### config.mk
export PLATFORM = sky130hd
export DESIGN_NAME = mod_timer16
export DESIGN_NICKNAME = d
export VERILOG_FILES = /design/src/rtl/timer_pkg.sv /design/src/rtl/tmr_limit_regs.sv /design/src/rtl/tmr_counter.sv /design/src/rtl/tmr_ovf_flag.sv /design/src/rtl/mod_timer16.sv
export SDC_FILE = /design/constraint.sdc
export NUM_CORES = 1
export LEC_CHECK = 0
export BUFFER_PORTS_ARGS = -buffer_cell sky130_fd_sc_hd__buf_4
export CORE_MARGIN = 2
export CORE_UTILIZATION = 40
export DETAILED_ROUTE_END_ITERATION = 7
export PLACE_DENSITY = 0.66
export SLEW_MARGIN = 20
export SYNTH_ARGS = -nofsm -noshare
export SYNTH_HDL_FRONTEND = slang
export SYNTH_SLANG_ARGS = --single-unit
### constraint.sdc
create_clock -name clk -period 1.7 [get_ports clk]
set_input_delay 0.085 -clock clk [delete_from_list [all_inputs] [get_ports clk]]
set_output_delay 0.085 -clock clk [all_outputs]
set_load 0.03 [all_outputs]
### src/rtl/timer_pkg.sv
package timer_pkg;
  localparam int unsigned BYTE_W = 8;
  localparam int unsigned ADDR_W = 3;

  localparam logic [ADDR_W-1:0] A_CTRL   = 3'd0;
  localparam logic [ADDR_W-1:0] A_CNT_HI = 3'd1;
  localparam logic [ADDR_W-1:0] A_CNT_LO = 3'd2;
  localparam logic [ADDR_W-1:0] A_LIM_HI = 3'd3;
  localparam logic [ADDR_W-1:0] A_LIM_LO = 3'd4;

  localparam int unsigned B_FLAG = 7;
  localparam int unsigned B_IE   = 6;
  localparam int unsigned B_STOP = 5;
  localparam int unsigned B_CLR  = 4;
endpackage

### src/rtl/tmr_limit_regs.sv
module tmr_limit_regs #(
  parameter int unsigned BYTE_W = 8,
  localparam int unsigned LIM_W = 2 * BYTE_W
) (
  input  logic              clk,
  input  logic              rst_n,
  input  logic              wr_hi,
  input  logic              wr_lo,
  input  logic [BYTE_W-1:0] wdata,
  output logic [BYTE_W-1:0] stage_hi,
  output logic [LIM_W-1:0]  limit,
  output logic              pend
);
  logic [BYTE_W-1:0] stage_d;
  logic [LIM_W-1:0]  limit_d;
  logic              pend_d;

  always_comb begin
    stage_d = stage_hi;
    limit_d = limit;
    pend_d  = pend;
    if (wr_hi) begin
      stage_d = wdata;
      pend_d  = 1'b1;
    end else if (wr_lo) begin
      limit_d = {stage_hi, wdata};
      pend_d  = 1'b0;
    end
  end

  always_ff @(posedge clk or negedge rst_n) begin
    if (!rst_n) begin
      stage_hi <= '1;
      limit    <= '1;
      pend     <= 1'b0;
    end else begin
      stage_hi <= stage_d;
      limit    <= limit_d;
      pend     <= pend_d;
    end
  end
endmodule

### src/rtl/tmr_counter.sv
module tmr_counter #(
  parameter int unsigned CNT_W = 16
) (
  input  logic             clk,
  input  logic             rst_n,
  input  logic             tick,
  input  logic             clr,
  input  logic [CNT_W-1:0] limit,
  output logic [CNT_W-1:0] count,
  output logic             wrap
);
  logic [CNT_W-1:0] count_d;

  always_comb begin
    wrap    = tick && !clr && (count == limit);
    count_d = count;
    if (clr || wrap) begin
      count_d = '0;
    end else if (tick) begin
      count_d = count + 1'b1;
    end
  end

  always_ff @(posedge clk or negedge rst_n) begin
    if (!rst_n) begin
      count <= '0;
    end else begin
      count <= count_d;
    end
  end
endmodule

### src/rtl/tmr_ovf_flag.sv
module tmr_ovf_flag (
  input  logic clk,
  input  logic rst_n,
  input  logic set_req,
  input  logic ctrl_rd,
  input  logic ctrl_wr,
  input  logic wr_flag_bit,
  output logic flag
);
  logic arm_q, arm_d, flag_d, clear_req;

  always_comb begin
    clear_req = ctrl_wr && !wr_flag_bit && arm_q;
    arm_d = arm_q;
    if (ctrl_rd && flag) begin
      arm_d = 1'b1;
    end else if (ctrl_wr) begin
      arm_d = 1'b0;
    end
    flag_d = flag;
    if (set_req) begin
      flag_d = 1'b1;
    end else if (clear_req) begin
      flag_d = 1'b0;
    end
  end

  always_ff @(posedge clk or negedge rst_n) begin
    if (!rst_n) begin
      arm_q <= 1'b0;
      flag  <= 1'b0;
    end else begin
      arm_q <= arm_d;
      flag  <= flag_d;
    end
  end
endmodule

### src/rtl/mod_timer16.sv
module mod_timer16
  import timer_pkg::*;
#(
  parameter int unsigned DW = BYTE_W,
  parameter int unsigned AW = ADDR_W,
  localparam int unsigned CW = 2 * DW
) (
  input  logic          clk,
  input  logic          rst_n,
  input  logic          cnt_en,
  input  logic          bus_wr,
  input  logic          bus_rd,
  input  logic [AW-1:0] bus_addr,
  input  logic [DW-1:0] bus_wdata,
  output logic [DW-1:0] bus_rdata,
  output logic          ovf_irq
);
  logic [1:0] rst_pipe;
  logic       rst_s;

  always_ff @(posedge clk or negedge rst_n) begin
    if (!rst_n) begin
      rst_pipe <= 2'b00;
    end else begin
      rst_pipe <= {rst_pipe[0], 1'b1};
    end
  end
  assign rst_s = rst_pipe[1];

  logic ctrl_wr, ctrl_rd, lim_hi_wr, lim_lo_wr;
  logic ie_q, stop_q, ie_d, stop_d;
  logic tick, cnt_clr, wrap, pend, flag;
  logic [CW-1:0] count, limit;
  logic [DW-1:0] stage_hi;

  always_comb begin
    ctrl_wr   = bus_wr && (bus_addr == AW'(A_CTRL));
    ctrl_rd   = bus_rd && (bus_addr == AW'(A_CTRL));
    lim_hi_wr = bus_wr && (bus_addr == AW'(A_LIM_HI));
    lim_lo_wr = bus_wr && (bus_addr == AW'(A_LIM_LO));
    tick      = cnt_en && !stop_q;
    cnt_clr   = ctrl_wr && bus_wdata[B_CLR];
    ie_d      = ctrl_wr ? bus_wdata[B_IE]   : ie_q;
    stop_d    = ctrl_wr ? bus_wdata[B_STOP] : stop_q;
  end

  always_ff @(posedge clk or negedge rst_s) begin
    if (!rst_s) begin
      ie_q   <= 1'b0;
      stop_q <= 1'b0;
    end else begin
      ie_q   <= ie_d;
      stop_q <= stop_d;
    end
  end

  tmr_limit_regs #(.BYTE_W(DW)) u_lim (
    .clk(clk), .rst_n(rst_s), .wr_hi(lim_hi_wr), .wr_lo(lim_lo_wr),
    .wdata(bus_wdata), .stage_hi(stage_hi), .limit(limit), .pend(pend)
  );

  tmr_counter #(.CNT_W(CW)) u_cnt (
    .clk(clk), .rst_n(rst_s), .tick(tick), .clr(cnt_clr),
    .limit(limit), .count(count), .wrap(wrap)
  );

  tmr_ovf_flag u_flag (
    .clk(clk), .rst_n(rst_s), .set_req(wrap && !pend),
    .ctrl_rd(ctrl_rd), .ctrl_wr(ctrl_wr),
    .wr_flag_bit(bus_wdata[B_FLAG]), .flag(flag)
  );

  assign ovf_irq = flag && ie_q && !pend;

  always_comb begin
    bus_rdata = '0;
    case (bus_addr)
      AW'(A_CTRL): begin
        bus_rdata[B_FLAG] = flag;
        bus_rdata[B_IE]   = ie_q;
        bus_rdata[B_STOP] = stop_q;
      end
      AW'(A_CNT_HI): bus_rdata = count[CW-1:DW];
      AW'(A_CNT_LO): bus_rdata = count[DW-1:0];
      AW'(A_LIM_HI): bus_rdata = stage_hi;
      AW'(A_LIM_LO): bus_rdata = limit[DW-1:0];
      default:       bus_rdata = '0;
    endcase
  end
endmodule

==> metrics.txt, run 1 <==
Finish-stage setup viols 2; Worst Setup Path Type reg2out; DRT antenna net count 0; fin cells 351; RSZ-0062 raised after global routing true; CP top delay family multiplexers; drt pass-1 iters 4; TritonCTS clock tree yes; via count 1,991; flops & latches, synth 47; Core ar. 0.00642 mm2; clock sink count 47; biggest fanout along the worst timing path 2; hpwl dp 4850 um; internal power 0.00245 W; Inst Count DP 336; Switching Fraction 33.2%; Min-Delay Path Class in2reg; maximum vdd ir drop 0.000562 V; register area share after synthesis 44.9%; Die ar. 0.00738 mm2; die height 85.9 um; fmax 574 MHz; gr ovfl total 0; P&R area growth vs syn 20.6%; Iter 0 DRT Violations 86; largest net degree at the start of global routing 29; status finished with violations; Yosys cell types 52; Die W 85.9 um; placer congestion estimate 0.937; clock transition at the registers of the reported paths 0.09 ns; setup TNS -0.0718 ns; Synth area leader dfstp_2; Max stage delay on crit path 0.46 ns; IO Port Bufs 24; CTS root buf clkbuf_8; max-slew violations 0; crit path capture type output pin; combinational share of power 33.9%; Clk Latency, worst-skew pair 0.30 ns; Syn Nets 247; Clock Power Share 17.7%; Pwr Total 0.00367 W; Final Hold Vio Count 0; Max Root-Sink Buffers 2; worst setup margin -0.0432 ns; Via density 5.67; Leakage 1.27 nW; Setup crit start kind flip-flop; initial antenna violation count 0; Data arrival, critical path 1.66 ns; Worst Skew 0.00919 ns; NetSw 0.00122 W; final critical-path share of the clock period 103%; Reg power frac 48.4%; synth cell count leaders 27 x xnor2_1, 24 x dfstp_2, 23 x dfrtp_1; CP max stage cell mux4_2; Syn Area/Cell 11.7 um2; top-area cell type share of the netlist area 23.5%; DRC 0; Synthesis Warnings 0; worst path bufs/invs 1; most numerous cell in the Yosys netlist xnor2_1; minimum clock period 1.74 ns; # nets final 290; # H-tree levels 2; post-DR wirelength/cell 18.5 um; vias in the first global route 2,070; Layout Cell Area excl Fill 0.00324 mm2; num rows 29; Antenna Cells 0; top_reg_cell synth dfstp_2; detailed-route wire length 6500 um; Starting Density 41.8%; # IOs 25; worst path required time 1.62 ns; Post-Place Setup Slack -0.00392 ns; Mapped Area 0.00268 mm2; synth top area cells dfstp_2 23%, dfrtp_1 21%, xnor2_1 8.8%; total clock buffers created by CTS 5; Cell Chain, Critical Path mux4_2 > nor2b_4 > a31o_4 > buf_6; pwr/cell area 1130 mW/mm2; first-pass GRT wire length 10,600 um; Cell Area, Placed 0.00303 mm2; share of layout cells above drive strength 1 46.0%; Mapped Cells 230; Max Cap Viol 0; violated checks setup timing; Synth async-reset ratio 100%; Post-synth EDFFs 0; GRT Overall Usage 18.7%
routing by layer:
| layer | GRT usage, % | vias to the layer above | part of all wire (%) |
|---|---|---|---|
| li1 | - | 921 | - |
| met1 | 25.0 | 1009 | 47 |
| met2 | 31.1 | 50 | 48 |
| met3 | 3.37 | 11 | 3.6 |
| met4 | 5.19 | 0 | 1.4 |
| met5 | 0 | - | 0 |
cell usage in the layout, fill, tap and decap left out, types with 3 or more instances in the layout:
cell,n
a211oi_1,10
a211oi_2,4
a22oi_1,8
buf_4,46
buf_6,3
clkbuf_1,3
clkbuf_8,5
dfrtp_1,18
dfrtp_2,5
dfstp_2,24
inv_1,10
mux2_1,9
mux2_2,17
mux2i_1,5
nand2_1,7
nand3_1,5
nand4_1,4
nor2_1,5
nor2b_1,4
nor3_2,3
nor4_2,3
o21ai_0,5
o22ai_1,6
xnor2_1,26
state kept, by name, summed over array words and instances (netlist names):
register	cells
u_lim.pend	1
u_lim.stage_hi	8
stop_q	1
ie_q	1
u_lim.limit	16
u_flag.arm_q	1
rst_pipe	2
u_cnt.count	16
u_flag.flag	1
repair_timing:
item / in CTS / in global routing
pin swaps: 0 / 1
buffers inserted: 6 / 0
cloned: 0 / 0
endpoints found under the setup margin: 4 / 16
hold buffers: 1 / 0
resized for setup: 9 / 10
endpoints found under the hold margin: 2 / 0
stage by stage:
| stage | util, % | hold slack, ns |
|---|---|---|
| floorplan | - | -0.211 |
| global placement | 47.1 | -0.132 |
| detailed placement | 47.1 | -0.132 |
| CTS | 49.6 | 0.00647 |
| global route | 50.4 | 0.00656 |
| finish | 50.4 | 0.0134 |
cell families after synthesis:
group	count (synthesis)	share of synthesized area, %
adder cells (fa/ha/maj)	1	0.466
multiplexers	33	14.6
buffers and inverters	25	5.03
AO/OA/AOI/OAI	43	11.9
AND/OR/NAND/NOR	51	13.5
flip-flops	47	44.9
other	1	0.140
XOR/XNOR	29	9.46
path summary, 6_finish.rpt:
path                                 start           endpoint  slack, ns  cells after the start
setup / recovery           u_cnt.count[13]       bus_rdata[5]      -0.04                      4
hold / removal                bus_wdata[7]     u_lim.limit[7]       0.01                      2
setup reg to reg                    stop_q    u_cnt.count[14]       0.04                      6
hold reg to reg                rst_pipe[1]     u_cnt.count[9]       0.20                      0
max in group asynchronous      rst_pipe[1]  u_lim.stage_hi[7]       0.94                      1
min in group asynchronous            rst_n        rst_pipe[1]       0.09                      2
worst register-to-register path, cell delays in order, from the launching register on:
cell	delay [ns]
dfrtp_1	0.38
buf_4	0.14
buf_4	0.13
nand4b_2	0.31
nor4_2	0.29
xnor2_1	0.10
a211oi_1	0.23
power groups by stage:
stage          Clock, W  Combinational (W)  Sequential, W
6_report       0.000650            0.00125        0.00178
3_3_place_gp          0            0.00113        0.00179
2_1_floorplan         0           0.000852        0.00172
3_5_place_dp          0            0.00115        0.00181
5_1_grt        0.000714            0.00134        0.00182
4_1_cts        0.000675            0.00123        0.00177
cell type report:
| type | instances | area [um2] |
|---|---|---|
| Tap cell | 77 | 96.3 |
| Fill cell | 582 | 3190 |
| Inverter | 10 | 37.5 |
| Timing Repair Buffer | 51 | 409 |
| Clock buffer | 8 | 80.1 |
| Sequential cell | 47 | 1210 |
| Multi-Input combinational cell | 158 | 1400 |
(Power assumes the default switching activity.)
==> inputs of run 2 (changes only) <==
SKIP_LAST_GASP = 1   (was unset)
==> run 2 against run 1 <==
  * The flow still finishes with violations (setup timing)
  * Non-clock buffer count is the same
  * Global-route usage is essentially flat
  * Sequential power is essentially flat
  * Clock power is essentially flat
  * Highest routed layer unchanged
  * Register-to-register slack gained 0.02 ns
  * Clock-buffer cell count is the same
  * Combinational power is essentially flat
  * Worst hold slack is essentially flat
  * Via count is essentially flat
  * Sequential share of layout area grew 0.058 points
  * Total power is essentially flat
==> metrics.txt, run 2 (synthesis gave the netlist of run 1 again) <==
drt pass-1 iters 4 (unchanged); status finished with violations (unchanged); maximum vdd ir drop 0.000562 V (about the same); GRT Overall Usage 18.7% (about the same); hpwl dp 4850 um (unchanged); fin cells 351 (unchanged); biggest regs u_cnt.count (16), u_lim.limit (16), u_lim.stage_hi (8) (unchanged); Setup crit start kind flip-flop (unchanged); Clk Latency, worst-skew pair 0.30 ns (about the same); min-delay src bus_wdata[7] (unchanged); Leakage 1.27 nW (about the same); violated checks setup timing (unchanged); # IOs 25 (unchanged); clock sink count 47 (unchanged); vias in the first global route 2,071 (was 2,070); minimum clock period 1.74 ns (about the same); Starting Density 41.8% (unchanged); largest net degree at the start of global routing 29 (unchanged); # fillers 582 (unchanged); NetSw 0.00122 W (about the same); Layout Utilization 50.3% (was 50.4%); worst setup margin -0.0433 ns (was -0.0432 ns); Worst Setup Path Type reg2out (unchanged); Reg power frac 48.4% (about the same); total clock buffers created by CTS 5 (unchanged); TritonCTS clock tree yes (unchanged); Die W 85.9 um (unchanged); internal power 0.00245 W (about the same); Final Hold Vio Count 0 (unchanged); # H-tree levels 2 (unchanged); Die ar. 0.00738 mm2 (unchanged); fmax 574 MHz (about the same); Worst R2R Setup Slack 0.06 ns (was 0.04 ns); RR Startpoint stop_q (unchanged); CP top delay family multiplexers (unchanged); Setup crit start u_cnt.count[13] (unchanged); Cell Chain, Critical Path mux4_2 > nor2b_4 > a31o_4 > buf_6 (unchanged); placer congestion estimate 0.937 (unchanged); RSZ-0062 raised after global routing true (unchanged); biggest fanout along the worst timing path 2 (unchanged); DRT antenna net count 0 (unchanged); Max stage delay on crit path 0.46 ns (about the same); share of layout cells above drive strength 1 45.6% (was 46.0%); R2R Path End u_cnt.count[14] (unchanged); Data arrival, critical path 1.66 ns (about the same); Max Root-Sink Buffers 2 (unchanged); Finish-stage setup viols 2 (unchanged); Hold Path Depth 2 (unchanged); Iter 0 DRT Violations 83 (was 86); pwr/cell area 1140 mW/mm2 (was 1130 mW/mm2); Max Cap Viol 0 (unchanged); Switching Fraction 33.2% (about the same); IO Port Bufs 24 (unchanged); die height 85.9 um (unchanged); max-slew violations 0 (unchanged); P&R area growth vs syn 20.4% (was 20.6%); # nets final 290 (unchanged); post-DR wirelength/cell 18.5 um (unchanged); Clock Power Share 17.7% (about the same); first-pass GRT wire length 10,600 um (about the same); CP max stage cell mux4_2 (unchanged); worst r2r path cells 6 (unchanged); detailed-route wire length 6500 um (unchanged); DRC 0 (unchanged); via count 1,990 (was 1,991); CTS root buf clkbuf_8 (unchanged); final critical-path share of the clock period 103% (about the same); clock transition at the registers of the reported paths 0.09 ns (about the same); combinational share of power 33.9% (about the same); Worst Skew 0.00919 ns (about the same); worst path required time 1.62 ns (about the same); Via density 5.67 (about the same); Core ar. 0.00642 mm2 (unchanged); most common cell after layout, fill and taps aside buf_4 (unchanged); Antenna Cells 0 (unchanged); Inst Count DP 336 (unchanged); worst path bufs/invs 1 (unchanged); Hold Path Sink u_lim.limit[7] (unchanged); gr ovfl total 0 (unchanged); num rows 29 (unchanged); Min-Delay Path Class in2reg (unchanged); most frequent cells in the layout 46 x buf_4, 26 x xnor2_1, 24 x dfstp_2 (unchanged); initial antenna violation count 0 (unchanged); crit path capture type output pin (unchanged)
[run 2: cell counts in the layout (fill, tap and decap cells not counted)]
No cell type changed its count.
[run 2: metrics by stage]
step / TNS (ns) / total power, W / hold slack, ns / setup slack [ns] / area (um2)
after CTS: -0.115 / 0.00367 / 0.00647 / -0.0487 / 3180
after floorplan: 0 / 0.00257 / -0.211 / 0.0807 / 2680
final: -0.0718 / 0.00367 / 0.0134 / -0.0433 / 3230
after global placement: 0 / 0.00292 / -0.132 / 0.0423 / 3030
after global routing: -0.321 / 0.00388 / 0.00656 / -0.0868 / 3230
after detailed placement: -0.00743 / 0.00296 / -0.132 / -0.00392 / 3030
[run 2: per-layer routing]
metal / vias up / wire (um) / global-route usage, %
li1: 921 / - / -
met5: - / 0 / 0
met2: 50 / 3120 / 31.1
met3: 11 / 234 / 3.37
met4: 0 / 92 / 5.19
met1: 1008 / 3050 / 25.1
[run 2: worst max-delay path by stage]
stage                      end  slack [ns]  cells past startpoint
6_report          bus_rdata[5]       -0.04                      4
3_3_place_gp   u_cnt.count[12]        0.04                      5
2_1_floorplan   u_cnt.count[9]        0.08                      5
5_1_grt           bus_rdata[5]       -0.09                      4
4_1_cts           bus_rdata[5]       -0.05                      4
3_5_place_dp   u_cnt.count[12]      -0.004                      5
[run 2: layout make-up]
| class | instances | area (um2) | share of cell area, % |
|---|---|---|---|
| inverters | 10 | 37.5 | 1.16 |
| flip-flops and latches | 47 | 1210 | 37.5 |
| multi-input cells | 158 | 1400 | 43.2 |
| repair buffers | 51 | 409 | 12.7 |
| well taps | 77 | 96.3 | 2.98 |
| clock buffers | 8 | 80.1 | 2.48 |
[run 2: power groups by stage]
| stage | Combinational (W) | Sequential (W) | Clock [W] |
|---|---|---|---|
| after floorplan | 0.000852 | 0.00172 | 0 |
| after global routing | 0.00134 | 0.00182 | 0.000714 |
| after detailed placement | 0.00115 | 0.00181 | 0 |
| final | 0.00124 | 0.00178 | 0.000650 |
| after global placement | 0.00113 | 0.00179 | 0 |
| after CTS | 0.00123 | 0.00177 | 0.000675 |
[run 2: what timing repair did]
action	in CTS	in global routing
pin swaps	0	1
hold endpoints to repair	2	0
resized for setup	8	10
setup buffers	6	0
hold buffers	1	0
endpoints found under the setup margin	4	16
==> inputs of run 3 (changes only) <==
--- a/config.mk
+++ b/config.mk
@@ -12,2 +12,3 @@
 export PLACE_DENSITY = 0.66
+export SETUP_SLACK_MARGIN = 0.3
 export SKIP_LAST_GASP = 1
--- a/constraint.sdc
+++ b/constraint.sdc
@@ -3,2 +3,2 @@
 set_output_delay 0.085 -clock clk [all_outputs]
-set_load 0.03 [all_outputs]
+set_load 0.02 [all_outputs]
==> run 3 against run 2 <==
  * The run still ends with setup timing left
  * Clock skew is 0.0048 ns lower
  * Flip-flop and latch count did not move
  * Cell area rose by 11%
  * Worst hold slack got worse by 0.0024 ns
  * Register-to-register slack lost 0.09 ns
  * Worst setup slack worse by 0.018 ns
  * Via count is 3.7% higher
  * Die area is the same
  * Fmax decreased by 1.0%
  * Global-route usage increased by 1.1 points
  * Total power rose by 16%
==> metrics.txt, run 3 (synthesis gave the netlist of run 1 again) <==
worst path bufs/invs 1 (unchanged); violated checks setup timing (unchanged); Die W 85.9 um (unchanged); biggest regs u_cnt.count (16), u_lim.limit (16), u_lim.stage_hi (8) (unchanged); CP top delay family multiplexers (unchanged); final critical-path share of the clock period 104% (was 103%); GRT Overall Usage 19.8% (was 18.7%); Worst Setup Path Type reg2out (unchanged); DRT antenna net count 0 (unchanged); Layout Utilization 56.0% (was 50.3%); setup TNS -0.316 ns (was -0.0718 ns); worst setup margin -0.0617 ns (was -0.0433 ns); max-slew violations 0 (unchanged); Max Root-Sink Buffers 2 (unchanged); post-DR wirelength/cell 20.1 um (was 18.5 um); RSZ-0062 raised after global routing true (unchanged); vias in the first global route 2,077 (was 2,071); first-pass GRT wire length 11,200 um (was 10,600 um); Rel. slew slack 61.0%; Finish-stage setup viols 12 (was 2); most frequent cells in the layout 39 x buf_4, 24 x dfstp_2, 22 x xnor2_1 (was 46 x buf_4, 26 x xnor2_1, 24 x dfstp_2); # IOs 25 (unchanged); Core ar. 0.00642 mm2 (unchanged); initial antenna violation count 0 (unchanged); Setup crit start kind flip-flop (unchanged); Data arrival, critical path 1.68 ns (was 1.66 ns); hpwl dp 4520 um (was 4850 um); detailed-route wire length 7170 um (was 6500 um); IO Port Bufs 24 (unchanged); gr ovfl total 0 (unchanged); die height 85.9 um (unchanged); most common cell after layout, fill and taps aside buf_4 (unchanged); Via density 5.79 (was 5.67); Antenna Cells 0 (unchanged); # fillers 528 (was 582); placer congestion estimate 0.931 (was 0.937); TritonCTS clock tree yes (unchanged); via count 2,063 (was 1,990); CTS root buf clkbuf_8 (unchanged); CP max stage cell mux4_2 (unchanged); Starting Density 41.8% (unchanged); Iter 0 DRT Violations 201 (was 83); status finished with violations (unchanged); fin cells 356 (was 351); Pwr Total 0.00428 W (was 0.00367 W); Worst-Margin Slew 0.585 ns; maximum vdd ir drop 0.000686 V (was 0.000562 V); drt pass-1 iters 6 (was 4); total clock buffers created by CTS 5 (unchanged); Cell Chain, Critical Path mux4_2 > nor2b_1 > a31o_2 > buf_6 (was mux4_2 > nor2b_4 > a31o_4 > buf_6); clock sink count 47 (unchanged); DRC 0 (unchanged); Worst Skew 0.00438 ns (was 0.00919 ns); Post-Place Setup Slack 0.0454 ns (was -0.00392 ns); Leakage 1.48 nW (was 1.27 nW); share of layout cells above drive strength 1 58.1% (was 45.6%); biggest fanout along the worst timing path 2 (unchanged); pwr/cell area 1190 mW/mm2 (was 1140 mW/mm2); fmax 568 MHz (was 574 MHz); num rows 29 (unchanged); # H-tree levels 2 (unchanged); Die ar. 0.00738 mm2 (unchanged); crit path capture type output pin (unchanged); Max stage delay on crit path 0.45 ns (was 0.46 ns); P&R area growth vs syn 33.9% (was 20.4%); Min-Delay Path Class in2reg (unchanged); minimum clock period 1.76 ns (was 1.74 ns); largest net degree at the start of global routing 46 (was 29); Inst Count DP 332 (was 336); # nets final 295 (was 290); Clk Latency, worst-skew pair 0.30 ns (about the same); Final Hold Vio Count 0 (unchanged); worst path required time 1.62 ns (about the same); Max Cap Viol 0 (unchanged); clock transition at the registers of the reported paths 0.09 ns (about the same)
run 3: worst reg2reg max path, cell delays in order, from the launching register on:
cell and delay, ns:
dfrtp_2 0.43, buf_4 0.14, buf_6 0.12, xnor2_2 0.11, nand4_1 0.21, nor3_4 0.32
buf_6 0.20, a21oi_1 0.08
run 3: through the flow:
step | cell area [um2] | hold WS, ns
finish | 3590 | 0.0110
global route | 3590 | 0.00964
CTS | 3400 | 0.0110
detailed placement | 3010 | -0.132
global placement | 3010 | -0.132
floorplan | 2700 | -0.211
run 3: what timing repair did:
action / 4_1_cts / 5_1_grt
setup buffers: 9 / 5
hold endpoints to repair: 2 / 0
resized for setup: 38 / 33
hold buffers: 1 / 0
endpoints found under the setup margin: 22 / 25
pin swaps: 6 / 16
cloned: 0 / 1
run 3: area by class of cell:
class                   count  area, um2  share of cell area (%)
inverters                  10       37.5                    1.04
multi-input cells         158       1610                    44.8
flip-flops and latches     47       1220                    33.9
repair buffers             56        500                    13.9
well taps                  77       96.3                    2.68
clock buffers               6       72.6                    2.02
clock inverters             2       60.1                    1.67
run 3: power breakdown:
part           internal, W  switching [W]
combinational     0.000816       0.000663
clock             0.000588       0.000380
sequential         0.00151       0.000321
run 3: path summary, 6_finish.rpt:
path                                 startpoint               to  slack (ns)  cells past startpoint
worst max-delay path            u_cnt.count[13]     bus_rdata[5]       -0.06                      4
worst min-delay path               bus_wdata[7]   u_lim.limit[7]        0.01                      2
worst max register to register  u_cnt.count[13]  u_cnt.count[13]       -0.03                      7
worst min register to register      rst_pipe[1]   u_cnt.count[2]        0.34                      1
max in group asynchronous           rst_pipe[1]   u_cnt.count[8]        0.92                      1
min in group asynchronous                 rst_n      rst_pipe[1]        0.09                      2
run 3: layer usage:
layer | global-route usage (%) | wire length (um) | vias to the layer above
met5 | 0 | 0 | -
li1 | - | - | 941
met4 | 7.22 | 148 | 0
met2 | 28.9 | 3310 | 76
met1 | 28.5 | 3220 | 1026
met3 | 4.72 | 493 | 20
